<file path="src/rtl/rcu_pkg.sv">
package rcu_pkg;
    typedef enum logic {
        ST_ROM = 1'b0,
        ST_CMD = 1'b1
    } mode_e;
endpackage

</file>
<file path="src/rtl/strobe_fall.sv">
module strobe_fall (
    input  logic clk,
    input  logic rst_n,
    input  logic strobe,
    output logic fall
);
    logic strobe_q;

    always_ff @(posedge clk) begin
        if (!rst_n) strobe_q <= 1'b0;
        else        strobe_q <= strobe;
    end

    assign fall = strobe_q & ~strobe;
endmodule

</file>
<file path="src/rtl/key_seq_match.sv">
module key_seq_match #(
    parameter int          KEY_LEN = 6,
    parameter int          BYTE_W  = 8,
    parameter logic [KEY_LEN*BYTE_W-1:0] KEY = '0
) (
    input  logic              clk,
    input  logic              rst_n,
    input  logic              clear,
    input  logic              step,
    input  logic [BYTE_W-1:0] byte_in,
    output logic              hit
);
    localparam int CW = $clog2(KEY_LEN + 1);

    logic [BYTE_W-1:0] key_arr [KEY_LEN];
    logic [CW-1:0]     cnt;
    logic              match;

    for (genvar i = 0; i < KEY_LEN; i++) begin : g_key
        assign key_arr[i] = KEY[i*BYTE_W +: BYTE_W];
    end

    assign match = (byte_in == key_arr[cnt]);
    assign hit   = step && match && (cnt == CW'(KEY_LEN - 1));

    always_ff @(posedge clk) begin
        if (!rst_n || clear) begin
            cnt <= '0;
        end else if (step) begin
            if (hit)                      cnt <= '0;
            else if (match)               cnt <= cnt + 1'b1;
            else if (byte_in == key_arr[0]) cnt <= CW'(1);
            else                          cnt <= '0;
        end
    end
endmodule

</file>
<file path="src/rtl/rom_cmd_unlock.sv">
module rom_cmd_unlock
    import rcu_pkg::*;
#(
    parameter int          KEY_LEN   = 6,
    parameter int          BYTE_W    = 8,
    parameter logic [KEY_LEN*BYTE_W-1:0] KEY =
        {8'h69, 8'h96, 8'h3C, 8'hC3, 8'h5A, 8'hA5},
    parameter logic [BYTE_W-1:0] EXIT_CODE = 8'h00
) (
    input  logic              clk,
    input  logic              rst_n,
    input  logic              sock_sel,
    input  logic              ale,
    input  logic [BYTE_W-1:0] bus_lo,
    input  logic              exit_req,
    output logic              cmd_mode,
    output logic              rx_valid,
    output logic [BYTE_W-1:0] rx_byte,
    output logic              rom_oe
);
    mode_e state, state_nx;
    logic  ale_fall;
    logic  qual;
    logic  key_hit;

    strobe_fall u_fall (
        .clk    (clk),
        .rst_n  (rst_n),
        .strobe (ale),
        .fall   (ale_fall)
    );

    assign qual = ale_fall && sock_sel;

    key_seq_match #(
        .KEY_LEN (KEY_LEN),
        .BYTE_W  (BYTE_W),
        .KEY     (KEY)
    ) u_match (
        .clk     (clk),
        .rst_n   (rst_n),
        .clear   (exit_req),
        .step    (qual && (state == ST_ROM)),
        .byte_in (bus_lo),
        .hit     (key_hit)
    );

    always_comb begin
        state_nx = state;
        if (exit_req) begin
            state_nx = ST_ROM;
        end else begin
            unique case (state)
                ST_ROM:  if (key_hit) state_nx = ST_CMD;
                ST_CMD:  if (qual && bus_lo == EXIT_CODE) state_nx = ST_ROM;
                default: state_nx = ST_ROM;
            endcase
        end
    end

    always_ff @(posedge clk) begin
        if (!rst_n) state <= ST_ROM;
        else        state <= state_nx;
    end

    always_ff @(posedge clk) begin
        if (!rst_n) begin
            rx_valid <= 1'b0;
            rx_byte  <= '0;
        end else begin
            rx_valid <= qual && (state == ST_CMD) && !exit_req;
            if (qual && (state == ST_CMD) && !exit_req) rx_byte <= bus_lo;
        end
    end

    assign cmd_mode = (state == ST_CMD);
    assign rom_oe   = sock_sel && (state == ST_ROM);
endmodule

</file>
<file path="config.mk">
export PLATFORM = sky130hd
export DESIGN_NAME = rom_cmd_unlock
export DESIGN_NICKNAME = d
export VERILOG_FILES = /design/src/rtl/rcu_pkg.sv /design/src/rtl/strobe_fall.sv /design/src/rtl/key_seq_match.sv /design/src/rtl/rom_cmd_unlock.sv
export SDC_FILE = /design/constraint.sdc
export NUM_CORES = 1
export LEC_CHECK = 0
export ABC_CLOCK_PERIOD_IN_PS = 2700
export CAP_MARGIN = 5
export CORE_UTILIZATION = 52
export CTS_BUF_LIST = sky130_fd_sc_hd__clkbuf_4 sky130_fd_sc_hd__clkbuf_8
export DETAILED_ROUTE_END_ITERATION = 8
export PLACE_DENSITY = 0.87
export SLEW_MARGIN = 0
export SYNTH_ARGS = -nofsm -noshare
export SYNTH_HDL_FRONTEND = slang
export SYNTH_SLANG_ARGS = --single-unit
</file>
<file path="constraint.sdc">
create_clock -name clk -period 2.7 [get_ports clk]
set_input_delay 0.405 -clock clk [delete_from_list [all_inputs] [get_ports clk]]
set_output_delay 0.405 -clock clk [all_outputs]
set_load 0.05 [all_outputs]
</file>
==> out/metrics.csv, run 1 <==
stage,metric,value,unit
outcome,status,finished clean,
clocking,"Hold-fix buffers, CTS",0,
placed_design,Place WS,0.413,ns
floorplanning,Initial Util,0.558,
floorplanning,die outline width,42.2,µm
hold_path,Worst Hold Class,flip-flop to flip-flop,
power_and_ir_drop,total power,407,µW
hold_path,WHS Endpoint,u_match.cnt[1],
placed_design,PortBufs,23,
critical_path,Worst EP required,2.30,ns
sta,slew at the pin closest to its max-slew limit,0.504,ns
yosys,Netlist Area Pre-Place,841,µm²
sta,max-slew violation count,0,
critical_path,nature of the critical path endpoint,primary output,
detailed_routing,routed wire length per instance,13.4,µm
clocking,CTS tree,yes,
critical_path,slowest cell delay on critical path,0.80,ns
floorplanning,area of the die,1780,µm²
detailed_routing,Metal-1 WL,767,µm
power_and_ir_drop,maximum VDD drop,0.293,mV
global_route,largest net degree at the start of global routing,13,
yosys,sequential area share after synthesis,0.333,
detailed_routing,Detailed Routing Iterations Pass 1,4,
global_route,first-pass GRT wire length,3110,µm
sta,TNS Setup,0,ns
yosys,Syn Area/Cell,9.66,µm²
run,max_cap viols,0,
critical_path,origin of the worst setup path,sock_sel,
placed_design,dpl cells,123,
yosys,Synth Flop Type,dfxtp_1,
critical_path,reg-to-reg endpoint,u_match.cnt[0],
detailed_routing,Residual DRC,0,
clocking,H-Tree Depth,1,
hold_path,min-delay src,u_match.cnt[1],
clocking,post_cts resized,0,
sta,Final period util,0.846,
critical_path,"slowest stage cell, crit path",clkdlybuf4s50_1,
sta,Fin. Hold Viols,0,
critical_path,crit path launch type,primary input,
yosys,async set-or-reset flop fraction in the synthesized netlist,0,
detailed_routing,routed wire length,1700,µm
global_route,initial antenna violation count,0,
cells_and_area,layout cell share with drive strength beyond 1,0.0991,
detailed_routing,WL met3,91,µm
sta,clock skew,0.00633,ns
yosys,Mapped Cells,87,
placed_design,Placer Congestion,0.811,
sta,worst hold slack,0.489,ns
sta,Slew HR,0.663,
cells_and_area,Layout area overhead,31.7,%
clocking,setup bufs post-CTS,0,
floorplanning,Core ar.,1510,µm²
clocking,Root Buffer,clkbuf_4,
yosys,Post-Synthesis Net Count,102,
critical_path,crit path DAT,1.88,ns
floorplanning,I/O pin count,24,
cells_and_area,fin util,0.735,
yosys,#FFs+latches synth,14,
clocking,Clock Latency Late Sink,0.28,ns
power_and_ir_drop,P_leak,0.365,nW
sta,min cycle time layout,2.28,ns
cells_and_area,Finished Cell Area,1110,µm²
yosys,Netlist cell types,36,
clocking,CTS buffer count,3,
detailed_routing,total number of vias,736,
sta,Fmax,438,MHz
global_route,GRT Total Usage,0.225,
detailed_routing,vias per cell,5.80,
global_route,total grt overflow,0,
sta,final setup vio count,0,
critical_path,R2R Path Start,u_match.cnt[0],
critical_path,Crit Path Max Fanout,3,
cells_and_area,final net count,127,
critical_path,R2R Setup Slk,0.79,ns
sta,RSZ-0062 raised after global routing,false,
cells_and_area,Non-Filler Instances,127,
yosys,YS warnings,0,
clocking,count of clock tree sinks,14,
detailed_routing,Top Layer Used,met4,
detailed_routing,DR iter-0 viols,20,
cells_and_area,n_diodes,0,
detailed_routing,Routed Antenna Nets,0,
hold_path,hold path cells,2,
placed_design,DP Area,1070,µm²
floorplanning,FP Rows,14,
clocking,register clock-pin slew on the reported worst setup and hold paths,0.09,ns
placed_design,Final HPWL DP,1290,µm
global_route,vias in the first global route,693,
detailed_routing,routed length on met2,818,µm
floorplanning,die height,42.2,µm
critical_path,critical-path cell list,clkdlybuf4s50_1 > nor2b_1 > clkdlybuf4s50_1,
clocking,clock buffer depth,2,
critical_path,most frequent CP cell,clkdlybuf4s50_1,
critical_path,crit path kind,primary input to primary output,
sta,worst setup margin,0.415,ns
power_and_ir_drop,pwr/cell area,368,nW/µm²
yosys,number of synthesized flops with an enable pin,0,
critical_path,worst r2r path cells,5,
==> metal layers <==
metal,GRT usage,up-vias
met5,0,-
met4,0.106,0
met3,0.0560,4
met2,0.345,28
met1,0.295,340
li1,-,364
==> state kept, by name (all words and copies together) (netlist names) <==
register and count:
rx_valid 1, rx_byte 8, u_fall.strobe_q 1, cmd_mode 1, u_match.cnt 3
==> synthesized netlist by cell type (all sizes together) (2+ instances only) <==
library cell | count | area [µm²]
buf | 3 | 23.8
mux2i | 9 | 90.1
and2 | 3 | 18.8
nor2 | 3 | 11.3
o21a | 3 | 23.8
nand2b | 6 | 45.0
nand2 | 4 | 15.0
dfxtp | 14 | 280
nand4 | 3 | 18.8
nor2b | 11 | 68.8
nor3b | 2 | 15.0
o31ai | 2 | 28.8
a31oi | 2 | 12.5
or4 | 2 | 18.8
ha | 2 | 25.0
a21oi | 4 | 20.0
==> placed cells by master, fill, tap and decap left out, types with 2 or more instances in the layout <==
cell type,instances
a21oi_1,4
a31oi_1,2
and2_1,3
clkbuf_4,3
clkdlybuf4s50_1,23
dfxtp_1,14
ha_1,2
mux2i_1,9
nand2_1,4
nand2b_1,5
nand4_1,3
nor2_1,3
nor2b_1,11
nor3b_1,2
o21a_1,2
==> report_power, final <==
part	internal [mW]	total, mW	switching (mW)
Combinational	0.0267	0.0486	0.0219
Clock	0.0820	0.150	0.0684
Sequential	0.207	0.208	0.000804
Total	0.316	0.407	0.0912
==> cell type report <==
type / count / area [µm²]
tap: 16 / 20.0
clock buffer: 4 / 36.3
sequential: 14 / 280
fill: 112 / 399
timing repair buffer: 24 / 238
multi-input combinational: 68 / 529
inverter: 1 / 3.75
==> critical path, delay by kind of cell <==
family,cells,cell delay [ns]
buf+inv,2,1.33
simple gates,1,0.14
==> cells by family after synthesis <==
logic type / share of synthesized area
AND/OR/NAND/NOR: 0.344
AO/OA/AOI/OAI: 0.138
flip-flops: 0.333
multiplexers: 0.107
buffers and inverters: 0.0372
adder cells (fa/ha/maj): 0.0298
XOR/XNOR: 0.0104
==> how the worst max path moves through the flow <==
stage                     end  slack, ns  depth (start not counted)
2_1_floorplan  u_match.cnt[0]       1.03                          6
3_3_place_gp           rom_oe       0.42                          3
3_5_place_dp           rom_oe       0.41                          3
4_1_cts                rom_oe       0.41                          3
5_1_grt                rom_oe       0.37                          3
6_report               rom_oe       0.42                          3
Power figures use the tool's default switching activity.
==> inputs of run 2 (changes only) <==
- ABC_CLOCK_PERIOD_IN_PS: 2700 -> 1890
- CORE_UTILIZATION: 52 -> 44
- PLACE_DENSITY: 0.87 -> 0.79
- clock period: 2.7 -> 1.89 ns (I/O delays scaled with it)
==> run 2 against run 1 <==
  * Die area grew 17%
  * First-iteration DRC count shrank 30%
  * Design area grew 7.6%
  * Largest cell class unchanged
==> out/metrics.csv, run 2 (synthesized netlist as in run 1, its figures left out) <==
stage,metric,value,unit,change
cells_and_area,Largest regs,"rx_byte x8, u_match.cnt x3",,
sta,worst setup margin,0.0839,ns,-0.331 ns
clocking,post_cts resized,0,,unchanged
floorplanning,I/O pin count,24,,unchanged
critical_path,crit path kind,flip-flop to primary output,,
critical_path,nature of the critical path endpoint,primary output,,
run,max_cap viols,0,,unchanged
sta,min cycle time layout,1.81,ns,
hold_path,hold path cells,2,,unchanged
detailed_routing,vias per cell,5.43,,-6.2%
cells_and_area,Non-Filler Instances,143,,+13%
power_and_ir_drop,pwr/cell area,504,nW/µm²,+37%
global_route,largest net degree at the start of global routing,12,,-1
cells_and_area,"commonest non-fill, non-tap cells in the layout","clkdlybuf4s50_1 (22), dfxtp_1 (14), nor2b_1 (11)",,
floorplanning,FP Rows,15,,+1
outcome,status,finished clean,,
critical_path,"slowest stage cell, crit path",clkdlybuf4s50_1,,
global_route,vias in the first global route,758,,+9.4%
cells_and_area,n_diodes,0,,unchanged
power_and_ir_drop,maximum VDD drop,0.346,mV,+18%
global_route,initial antenna violation count,0,,unchanged
detailed_routing,Residual DRC,0,,unchanged
critical_path,Critical path buffers and inverters,1,,-1
global_route,first-pass GRT wire length,3190,µm,+2.7%
critical_path,crit path launch type,flip-flop,,
critical_path,critical-path cell list,clkdlybuf4s50_1,,
detailed_routing,total number of vias,777,,+5.6%
critical_path,Worst EP required,1.61,ns,-0.69 ns
detailed_routing,routed wire length,1950,µm,+15%
cells_and_area,Fillers,151,,+35%
hold_path,Worst Hold Class,flip-flop to flip-flop,,
critical_path,slowest cell delay on critical path,0.83,ns,+0.03 ns
critical_path,worst r2r path cells,7,,+2
clocking,setup bufs post-CTS,0,,unchanged
cells_and_area,layout cell share with drive strength beyond 1,0.178,,+0.0789
sta,Final period util,0.956,,
clocking,register clock-pin slew on the reported worst setup and hold paths,0.09,ns,about the same
clocking,Root Buffer,clkbuf_4,,
clocking,Clock Latency Late Sink,0.28,ns,about the same
detailed_routing,Routed Antenna Nets,0,,unchanged
placed_design,dpl cells,139,,+13%
critical_path,crit path DAT,1.52,ns,-0.36 ns
critical_path,Crit path max-delay family,buffers and inverters,,
clocking,H-Tree Depth,1,,unchanged
clocking,count of clock tree sinks,14,,unchanged
floorplanning,die height,45.7,µm,+8.3%
sta,Slew HR,0.663,,+0.000700
critical_path,Worst path depth,1,,-2
clocking,clock buffer depth,2,,unchanged
detailed_routing,Detailed Routing Iterations Pass 1,5,,+1
global_route,total grt overflow,0,,unchanged
floorplanning,die outline width,45.7,µm,+8.3%
placed_design,Placer Congestion,0.877,,+8.0%
cells_and_area,Top reg by flops,rx_byte,,
global_route,GRT Total Usage,0.216,,-0.00914
floorplanning,Initial Util,0.477,,-0.0815
cells_and_area,"leading cell type in the layout, fill and taps excluded",clkdlybuf4s50_1,,
sta,TNS Setup,0,ns,unchanged
power_and_ir_drop,P_leak,0.404,nW,+11%
sta,RSZ-0062 raised after global routing,false,,
cells_and_area,fin util,0.675,,-0.0599
sta,Fin. Hold Viols,0,,unchanged
cells_and_area,max FFs per register,8,,unchanged
clocking,"Hold-fix buffers, CTS",0,,unchanged
placed_design,Final HPWL DP,1510,µm,+18%
placed_design,Place WS,0.0183,ns,-0.394 ns
sta,Fmax,554,MHz,
clocking,CTS tree,yes,,
detailed_routing,routed wire length per instance,13.7,µm,+1.8%
floorplanning,area of the die,2090,µm²,+17%
sta,final setup vio count,0,,unchanged
cells_and_area,Layout area overhead,41.7,%,
detailed_routing,DR iter-0 viols,14,,-30%
cells_and_area,final net count,134,,+5.5%
critical_path,Crit Path Max Fanout,5,,+2
floorplanning,Core ar.,1760,µm²,+17%
sta,slew at the pin closest to its max-slew limit,0.503,ns,-0.00105 ns
sta,clock skew,0.00345,ns,-0.00288 ns
sta,max-slew violation count,0,,unchanged
placed_design,PortBufs,23,,unchanged
clocking,CTS buffer count,3,,unchanged
==> run 2: cell count changes in the layout (fill, tap and decap cells not counted), sizes merged <==
cell,before,now
buf,1,9
clkdlybuf4s50,23,22
==> run 2: layout make-up <==
| type | instances | area, µm² | area share |
|---|---|---|---|
| Multi-Input combinational cell | 68 | 539 | 0.453 |
| Timing Repair Buffer | 31 | 300 | 0.252 |
| Sequential cell | 14 | 280 | 0.235 |
| Clock buffer | 4 | 36.3 | 0.0305 |
| Tap cell | 25 | 31.3 | 0.0263 |
| Inverter | 1 | 3.75 | 0.00315 |
==> run 2: final timing paths <==
| path | endpoint | slack [ns] | start |
|---|---|---|---|
| worst max-delay path | cmd_mode | 0.08 | cmd_mode |
| worst min register to register | u_match.cnt[1] | 0.48 | u_match.cnt[1] |
| worst max register to register | u_match.cnt[0] | 0.13 | u_match.cnt[1] |
| worst min-delay path | u_match.cnt[1] | 0.48 | u_match.cnt[1] |
==> run 2: report_power, final <==
part	leakage (nW)	internal, mW	switching [mW]
logic	0.270	0.0481	0.0352
registers	0.113	0.296	0.00116
clock network	0.0210	0.117	0.103
==> run 2: through the flow <==
step	hold WS (ns)	total power [mW]	cell area, µm²
6_report	0.482	0.601	1190
3_3_place_gp	0.463	0.384	1140
3_5_place_dp	0.468	0.385	1140
2_1_floorplan	0.405	0.332	841
5_1_grt	0.517	0.622	1190
4_1_cts	0.482	0.601	1180
==> run 2: layer usage <==
layer  global-route usage  vias up  part of all wire
li1                     -      378                 -
met1                0.243      363              0.42
met2                0.394       32              0.52
met3               0.0278        4             0.049
met4                0.106        0             0.012
met5                    0        -                 0
==> inputs of run 3 (changes only) <==
- GPL_TIMING_DRIVEN: not set -> 0
==> run 3 against run 2 <==
  * Fmax is 1.2% higher
  * Utilization is 3.0 points lower
  * Clock skew is 0.00078 ns higher
  * Non-clock buffer count is 4 lower
  * Combinational power is 17% lower
  * Critical endpoint unchanged
  * Sequential power hardly changed
  * Hold slack better by 0.0021 ns
  * Sequential share of layout area is 1.1 points higher
==> out/metrics.csv, run 3 (synthesized netlist as in run 1, its figures left out) <==
stage,metric,value,unit,change
floorplanning,Initial Util,0.477,,unchanged
critical_path,crit path DAT,1.50,ns,-0.02 ns
detailed_routing,vias per cell,5.37,,-1.1%
critical_path,R2R Path Start,u_match.cnt[1],,
sta,worst setup margin,0.106,ns,+0.0221 ns
sta,Fin. Hold Viols,0,,unchanged
detailed_routing,routed wire length,1810,µm,-7.5%
detailed_routing,Residual DRC,0,,unchanged
clocking,"Hold-fix buffers, CTS",0,,unchanged
global_route,vias in the first global route,759,,+0.13%
clocking,Clock Latency Late Sink,0.28,ns,about the same
detailed_routing,total number of vias,747,,-3.9%
critical_path,Critical path buffers and inverters,1,,unchanged
global_route,initial antenna violation count,0,,unchanged
hold_path,hold path cells,2,,unchanged
critical_path,R2R Setup Slk,0.13,ns,about the same
clocking,CTS buffer count,3,,unchanged
floorplanning,die height,45.7,µm,unchanged
detailed_routing,Detailed Routing Iterations Pass 1,4,,-1
run,max_cap viols,0,,unchanged
cells_and_area,final net count,130,,-3.0%
detailed_routing,routed wire length per instance,13.0,µm,-4.9%
power_and_ir_drop,maximum VDD drop,0.364,mV,+5.3%
cells_and_area,fin util,0.645,,-0.0305
sta,RSZ-0062 raised after global routing,false,,
hold_path,Worst Hold Class,flip-flop to flip-flop,,
detailed_routing,Routed Antenna Nets,0,,unchanged
clocking,CTS tree,yes,,
critical_path,Crit Path Max Fanout,5,,unchanged
detailed_routing,DR iter-0 viols,7,,-7
critical_path,"slowest stage cell, crit path",clkdlybuf4s50_1,,
cells_and_area,n_diodes,0,,unchanged
cells_and_area,Fillers,178,,+18%
critical_path,reg-to-reg endpoint,u_match.cnt[0],,
sta,max-slew violation count,0,,unchanged
power_and_ir_drop,total power,589,µW,-2.0%
floorplanning,area of the die,2090,µm²,unchanged
power_and_ir_drop,P_leak,0.379,nW,-6.1%
sta,slew at the pin closest to its max-slew limit,0.509,ns,+0.00588 ns
placed_design,Place WS,-0.155,ns,-0.173 ns
critical_path,critical-path cell list,clkdlybuf4s50_1,,
clocking,setup bufs post-CTS,0,,unchanged
sta,clock skew,0.00422,ns,+0.000775 ns
power_and_ir_drop,pwr/cell area,518,nW/µm²,+2.6%
sta,final setup vio count,0,,unchanged
cells_and_area,layout cell share with drive strength beyond 1,0.114,,-0.0639
placed_design,PortBufs,23,,unchanged
critical_path,Crit path max-delay family,buffers and inverters,,
cells_and_area,Top reg by flops,rx_byte,,
sta,Fmax,561,MHz,+1.2%
placed_design,Placer Congestion,0.789,,-10%
floorplanning,die outline width,45.7,µm,unchanged
clocking,register clock-pin slew on the reported worst setup and hold paths,0.09,ns,about the same
critical_path,slowest cell delay on critical path,0.82,ns,about the same
sta,Slew HR,0.660,,-0.00393
clocking,Root Buffer,clkbuf_4,,
clocking,H-Tree Depth,1,,unchanged
cells_and_area,"commonest non-fill, non-tap cells in the layout","clkdlybuf4s50_1 (22), dfxtp_1 (14), nor2b_1 (11)",,
floorplanning,Core ar.,1760,µm²,unchanged
global_route,GRT Total Usage,0.220,,+0.00453
cells_and_area,max FFs per register,8,,unchanged
global_route,total grt overflow,0,,unchanged
hold_path,min-delay src,u_match.cnt[1],,
clocking,clock buffer depth,2,,unchanged
sta,Final period util,0.944,,-0.0117
clocking,post_cts resized,1,,+1
cells_and_area,Layout area overhead,35.3,%,
floorplanning,I/O pin count,24,,unchanged
critical_path,crit path kind,flip-flop to primary output,,
global_route,first-pass GRT wire length,3300,µm,+3.3%
cells_and_area,Largest regs,"rx_byte x8, u_match.cnt x3",,
critical_path,Worst EP required,1.61,ns,about the same
placed_design,Final HPWL DP,1350,µm,-11%
critical_path,crit path launch type,flip-flop,,
outcome,status,finished clean,,
cells_and_area,"leading cell type in the layout, fill and taps excluded",clkdlybuf4s50_1,,
hold_path,WHS Endpoint,u_match.cnt[1],,
critical_path,nature of the critical path endpoint,primary output,,
floorplanning,FP Rows,15,,unchanged
critical_path,worst r2r path cells,6,,-1
global_route,largest net degree at the start of global routing,11,,-1
sta,min cycle time layout,1.78,ns,-0.0221 ns
clocking,count of clock tree sinks,14,,unchanged
-- run 3: changes by cell type in the layout (fill, tap and decap cells not counted) --
cell / before / now
ha_2: 1 / 0
o311ai_2: 1 / 0
o311ai_1: 0 / 1
buf_4: 8 / 1
buf_2: 0 / 1
dlygate4sd2_1: 0 / 1
buf_12: 1 / 0
buf_6: 0 / 1
ha_1: 1 / 2
clkbuf_1: 0 / 1
-- run 3: routing by layer --
layer / vias to the layer above / track usage / part of all wire
met1: 339 / 0.274 / 0.45
met3: 6 / 0.0476 / 0.070
li1: 371 / - / -
met5: - / 0 / 0
met4: 0 / 0.118 / 0.021
met2: 31 / 0.354 / 0.46
-- run 3: cell type report --
class / instances / area [µm²] / share of cell area
buffer: 4 / 27.5 / 0.0242
clock buffer: 4 / 36.3 / 0.0319
inverter: 1 / 3.75 / 0.00330
multi-input combinational: 68 / 529 / 0.465
sequential: 14 / 280 / 0.246
tap: 25 / 31.3 / 0.0275
timing repair buffer: 23 / 229 / 0.201
-- run 3: worst max-delay path by stage --
stage | startpoint | end | slack (ns) | cells past startpoint
floorplan | u_match.cnt[1] | u_match.cnt[0] | 0.22 | 6
global placement | sock_sel | rom_oe | -0.15 | 3
detailed placement | sock_sel | rom_oe | -0.15 | 3
CTS | u_match.cnt[1] | u_match.cnt[0] | 0.11 | 6
global route | u_match.cnt[1] | u_match.cnt[0] | 0.02 | 6
finish | cmd_mode | cmd_mode | 0.11 | 1
-- run 3: metrics by stage --
stage	cells	setup TNS, ns	cell area, µm²	hold slack, ns
4_1_cts	139	0	1140	0.486
3_5_place_dp	135	-0.176	1100	0.474
3_3_place_gp	135	-0.162	1100	0.463
2_1_floorplan	87	0	841	0.405
5_1_grt	139	0	1140	0.519
6_report	139	0	1140	0.484
-- run 3: where the power goes --
part / internal [mW] / switching, mW / total [mW]
Sequential: 0.296 / 0.00114 / 0.297
Clock: 0.117 / 0.105 / 0.222
Combinational: 0.0378 / 0.0317 / 0.0695
